--- src/rtl/burst_fifo_port.sv ---
module burst_fifo_port #(
  parameter int DW       = 8,
  parameter int TX_DEPTH = 4
) (
  input  logic          clk,
  input  logic          rst_n,
  output logic          clk_out,
  input  logic          host_oe_n,
  input  logic          host_rd_n,
  input  logic          host_wr_n,
  input  logic [DW-1:0] bus_in,
  output logic [DW-1:0] bus_out,
  output logic          bus_drive,
  output logic          rxf_n,
  output logic          txe_n,
  input  logic [DW-1:0] rx_data,
  input  logic          rx_valid,
  output logic          rx_ready,
  output logic [DW-1:0] tx_data,
  output logic          tx_valid,
  input  logic          tx_ready
);

  localparam int PTR_W = (TX_DEPTH > 1) ? $clog2(TX_DEPTH) : 1;
  localparam int CNT_W = $clog2(TX_DEPTH + 1);
  localparam logic [CNT_W-1:0] FULL = CNT_W'(TX_DEPTH);

  logic          hold_vld;
  logic [DW-1:0] hold_data;
  logic          oe_q;
  logic [DW-1:0] mem [TX_DEPTH];
  logic [PTR_W-1:0] wptr, rptr;
  logic [CNT_W-1:0] cnt;

  logic rd_claim, rd_take, wr_take, tx_pop, rx_load;

  assign clk_out   = clk;
  assign rd_claim  = !host_rd_n && !host_oe_n;
  assign rd_take   = rd_claim && hold_vld;
  assign rx_ready  = !hold_vld || rd_take;
  assign rx_load   = rx_valid && rx_ready;
  assign txe_n     = (cnt == FULL);
  assign wr_take   = !host_wr_n && !txe_n && !rd_claim;
  assign tx_valid  = (cnt != '0);
  assign tx_pop    = tx_valid && tx_ready;
  assign tx_data   = mem[rptr];
  assign rxf_n     = !hold_vld;
  assign bus_out   = hold_data;
  assign bus_drive = oe_q;

  always_ff @(posedge clk) begin
    if (!rst_n) begin
      hold_vld  <= 1'b0;
      hold_data <= '0;
      oe_q      <= 1'b0;
    end else begin
      oe_q <= !host_oe_n;
      if (rx_load) begin
        hold_vld  <= 1'b1;
        hold_data <= rx_data;
      end else if (rd_take) begin
        hold_vld <= 1'b0;
      end
    end
  end

  always_ff @(posedge clk) begin
    if (wr_take) mem[wptr] <= bus_in;
  end

  always_ff @(posedge clk) begin
    if (!rst_n) begin
      wptr <= '0;
      rptr <= '0;
      cnt  <= '0;
    end else begin
      if (wr_take) wptr <= wptr + PTR_W'(1);
      if (tx_pop)  rptr <= rptr + PTR_W'(1);
      cnt <= cnt + CNT_W'(wr_take) - CNT_W'(tx_pop);
    end
  end

  AST_RXF_RISE_NEEDS_READ: assert property (@(posedge clk) disable iff (!rst_n)
    $rose(rxf_n) |-> $past(!host_rd_n && !host_oe_n));
  AST_HELD_BYTE_KEPT: assert property (@(posedge clk) disable iff (!rst_n)
    (!rxf_n && (host_rd_n || host_oe_n)) |=> (!rxf_n && $stable(bus_out)));
  AST_DRIVE_AFTER_OE: assert property (@(posedge clk) disable iff (!rst_n)
    bus_drive |-> $past(!host_oe_n));
  AST_FULL_STAYS_FULL: assert property (@(posedge clk) disable iff (!rst_n)
    (txe_n && !tx_ready) |=> txe_n);
  AST_TX_HOLD_STABLE: assert property (@(posedge clk) disable iff (!rst_n)
    (tx_valid && !tx_ready) |=> (tx_valid && $stable(tx_data)));
  AST_READ_BEATS_WRITE: assert property (@(posedge clk) disable iff (!rst_n)
    (!host_rd_n && !host_oe_n && !tx_valid) |=> !tx_valid);

endmodule

--- config.mk ---
export PLATFORM = sky130hd
export DESIGN_NAME = burst_fifo_port
export DESIGN_NICKNAME = d
export VERILOG_FILES = /design/src/rtl/burst_fifo_port.sv
export SDC_FILE = /design/constraint.sdc
export NUM_CORES = 1
export LEC_CHECK = 0
export BUFFER_PORTS_ARGS = -buffer_cell sky130_fd_sc_hd__buf_2
export CAP_MARGIN = 20
export CORE_ASPECT_RATIO = 1.2
export CORE_UTILIZATION = 34
export DETAILED_ROUTE_END_ITERATION = 6
export PLACE_DENSITY = 0.62
export SYNTH_ARGS = -nofsm -noshare
export SYNTH_HDL_FRONTEND = slang
export SYNTH_SLANG_ARGS = --single-unit
--- constraint.sdc ---
create_clock -name clk -period 2.2 [get_ports clk]
set_input_delay 0.11 -clock clk [delete_from_list [all_inputs] [get_ports clk]]
set_output_delay 0.11 -clock clk [all_outputs]
set_load 0.005 [all_outputs]
==> reports/metrics.cfg <==
[timing]
clock_skew_ns=0.00715
finalHoldViolations=0
max_freq_mhz=480
slew_headroom_pct=62.3
post-route-period-util_pct=94.7
worst_hold_check_slack_ns=0.105
timing.final.max_slew_violations=0
final.min_clock_period_ns=2.08
timing.setup.tns_ns=0
worst-slew-pin-transition_ns=0.565
setup_violations=0
rsz0062_at_grt=yes

[logic_synthesis]
synth_top_family_by_area=multiplexers
synthesized_area_fraction_occupied_by_ao_oa_aoi_and_oai_cells_pct=2.08
post_synth_fa_ha_maj_area_fraction_pct=4.65
synthMuxAreaShare_pct=13.7
synth-edff-count=32
synth.largest_area_cell=sky130_fd_sc_hd__edfxtp_1
synthesis.instances=133
synth.cell_area_sq_um=2050
synth_largest_type_area_fraction_pct=46.9
synth-warning-count=0
postSynthNetCount=163
ys_seq_elements=51
post_synth_main_area_contributors=sky130_fd_sc_hd__edfxtp_1 47%, sky130_fd_sc_hd__dfxtp_1 19%, sky130_fd_sc_hd__mux4_2 8.8%
synthDistinctLibCells=23
async_reset_ff_share_pct=0
synth-simple-area-share_pct=9.60
ys.flop_type=sky130_fd_sc_hd__edfxtp_1
synth_seq_area_share_pct=65.5
avgSynthCellArea_sq_um=15.4
yosys.area_share.xor_xnor_pct=1.71

[final_layout]
antenna_cells_inserted=0
area_growth_pct=32.2
final_layout_size_suffix_gt1_share_pct=38.4
filler_cell_count=521
layout.nets=232
utilization_pct=47.1

[power]
power.leakage_uw=0.00107
power.switching_uw=675
peak_supply_drop_v=0.000384
power.density_cell_area_nw_per_um2=976
clkPwrFrac_pct=30.1
power.switching_fraction_pct=25.6
share_seq_of_total_power_pct=46.7
internal_power_summed_over_all_cells_uw=1960
power_frac_comb_pct=23.2

[detailed_routing]
drt_first_pass_iters=3
route.antenna.remaining_nets=0
vias_post_dr=1245
drc=0
post_drt_wl_per_cell_um=13.3
wirelength_mm=3.75
first_iter_violations=32
detail_route.vias_per_cell=4.40

[setup_path]
reg2regPathDepth=11
critPathMaxFanout=3
reg2reg_to=cnt[2]$_SDFF_PN0_
endpoint_kind=flop
critical_path_arrival_ns=2.38
worst-r2r-setup-slack_ns=0.12
worst_setup_path_start_kind=flop
worst_ep_required_time_ns=2.50
timing_worst_setup_path_type=reg2reg
startpoint_of_the_worst_slack_reg_to_reg_timing_path=cnt[2]$_SDFF_PN0_

[place]
detailed_place_hpwl_mm=2.39
gp_routability_congestion=0.723
numPortBuffers=44

[global_routing]
grt_util_all_layers_pct=13.7
grt_pass1_wl_mm=6.29
grt_overflow=0
antenna_found_initial=0
number_of_global_route_vias_before_repair=1400
grt_start_max_net_pins=29

[floorplanning]
floorplan.io_pins=45
die-width_um=72.8
floorplan.core_area_sq_um=5740
effective_utilization_at_floorplan_pct=35.6
die-area_sq_um=6340
placement_rows=30
dieHeight_um=87.0

[hold_path]
hp-class=in2reg
min_to=hold_vld$_SDFFE_PN0P_
timing.hold.worst.start=host_rd_n
min_delay_path_depth=3

[job]
maxCapViolations=0

[clocking]
later_pin_clock_latency_in_the_skew_report_ns=0.40
cts_tree=done
cts_post_setup_buffers_inserted=0
path_clk_slew_ns=0.09

[outcome]
outcome=finished clean

==> cell usage in the layout, fill, tap and decap left out <==
cell type,Yosys,layout
sky130_fd_sc_hd__dfxtp_2,0,3
sky130_fd_sc_hd__xnor2_2,0,1
sky130_fd_sc_hd__mux4_2,8,8
sky130_fd_sc_hd__xnor2_1,4,3
sky130_fd_sc_hd__clkinvlp_4,0,1
sky130_fd_sc_hd__and2_1,7,7
sky130_fd_sc_hd__inv_2,0,1
sky130_fd_sc_hd__nor2_1,1,1
sky130_fd_sc_hd__clkbuf_8,0,8
sky130_fd_sc_hd__buf_2,3,44
sky130_fd_sc_hd__a21boi_0,1,1
sky130_fd_sc_hd__o31a_2,1,1
sky130_fd_sc_hd__or3_2,1,1
sky130_fd_sc_hd__ha_1,6,6
sky130_fd_sc_hd__inv_1,7,6
sky130_fd_sc_hd__clkbuf_1,2,1
sky130_fd_sc_hd__nand2_2,1,1
sky130_fd_sc_hd__nor3b_4,1,1
sky130_fd_sc_hd__nor2b_1,4,4
sky130_fd_sc_hd__nand2_1,20,20
sky130_fd_sc_hd__o311ai_2,1,1
sky130_fd_sc_hd__fa_2,0,1
sky130_fd_sc_hd__bufinv_16,0,1
sky130_fd_sc_hd__o21ai_2,1,1
sky130_fd_sc_hd__edfxtp_1,32,32
sky130_fd_sc_hd__dfxtp_1,19,16
sky130_fd_sc_hd__buf_4,1,3
sky130_fd_sc_hd__mux2i_1,10,10
sky130_fd_sc_hd__nor3_4,1,1
sky130_fd_sc_hd__dlygate4sd3_1,0,18
==> per-stage QoR <==
stage          total power (uW)  instance area, sq um  worst slack (ns)  std cells
3_3_place_gp               1830                  2360            0.0817        254
2_1_floorplan              1640                  2050           0.00989        133
5_1_grt                    2790                  2710           0.00985        283
6_report                   2640                  2710             0.116        283
4_1_cts                    2660                  2690           0.00270        283
3_5_place_dp               1850                  2360            0.0179        254
==> metal layers <==
layer  wire (um)  vias up  GRT usage [%]
met3         247        5           4.86
li1            -      608              -
met5           0        -              0
met1        1610      582           14.4
met2        1830       50           24.5
met4          68        0           5.88
==> worst max-delay path by stage <==
stage	startpoint	endpoint	slack, ns	cells past startpoint
after floorplan	cnt[2]$_SDFF_PN0_	cnt[2]$_SDFF_PN0_	0.01	11
after global placement	cnt[0]$_SDFF_PN0_	cnt[2]$_SDFF_PN0_	0.08	11
after detailed placement	cnt[0]$_SDFF_PN0_	cnt[2]$_SDFF_PN0_	0.02	11
after CTS	cnt[0]$_SDFF_PN0_	cnt[2]$_SDFF_PN0_	0.003	11
after global routing	cnt[2]$_SDFF_PN0_	cnt[2]$_SDFF_PN0_	0.01	11
final	cnt[2]$_SDFF_PN0_	cnt[2]$_SDFF_PN0_	0.12	11
==> state kept, by name, summed over array words and instances (netlist names), named ones only <==
signal and flops:
wptr 2, bus_drive 1, rptr 2, cnt 3
hold_vld 1, bus_out 8, mem 32
==> timing repair <==
action	CTS	global route
hold endpoints to repair	42	0
gates resized for setup	0	5
endpoints found under the setup margin	0	1
hold buffers	18	0
==> cells in the mapped netlist (2+ instances only) <==
cell                        n
sky130_fd_sc_hd__dfxtp_1   19
sky130_fd_sc_hd__ha_1       6
sky130_fd_sc_hd__xnor2_1    4
sky130_fd_sc_hd__edfxtp_1  32
sky130_fd_sc_hd__inv_1      7
sky130_fd_sc_hd__nand2_1   20
sky130_fd_sc_hd__mux4_2     8
sky130_fd_sc_hd__buf_2      3
sky130_fd_sc_hd__clkbuf_1   2
sky130_fd_sc_hd__and2_1     7
sky130_fd_sc_hd__mux2i_1   10
sky130_fd_sc_hd__nor2b_1    4
==> worst max-delay path: stages (launching register included) <==
cell                      delay, ns
sky130_fd_sc_hd__dfxtp_2       0.33
sky130_fd_sc_hd__nor3b_4       0.16
sky130_fd_sc_hd__nor3_4        0.16
sky130_fd_sc_hd__inv_1         0.06
sky130_fd_sc_hd__ha_1          0.28
sky130_fd_sc_hd__inv_1         0.05
sky130_fd_sc_hd__ha_1          0.15
sky130_fd_sc_hd__inv_2         0.04
sky130_fd_sc_hd__fa_2          0.34
sky130_fd_sc_hd__xnor2_2       0.14
sky130_fd_sc_hd__xnor2_1       0.11
sky130_fd_sc_hd__and2_1        0.14
==> final cells by class <==
type	count	area (sq um)	area share (%)
clock buffer	10	119	4.39
clock inverter	2	37.5	1.39
inverter	7	26.3	0.971
multi-input combinational	69	659	24.4
sequential	51	1350	49.7
tap	80	100	3.70
timing repair buffer	64	418	15.4
==> power groups by stage <==
stage	combinational [uW]	sequential, uW	clock (uW)
2_1_floorplan	404	1210	29.5
3_3_place_gp	562	1250	19.7
3_5_place_dp	574	1260	19.7
4_1_cts	599	1240	824
5_1_grt	681	1260	856
6_report	614	1230	794
==> cell families after synthesis <==
kind of cell | after synthesis
AOI/OAI and AO/OA | 4
xor gates and xnor gates | 4
adders and majority gates | 7
buffers and inverters | 13
DFF | 51
muxes | 18
and+or+nand+nor | 36
Note: power is estimated with default switching activity, not from simulation.
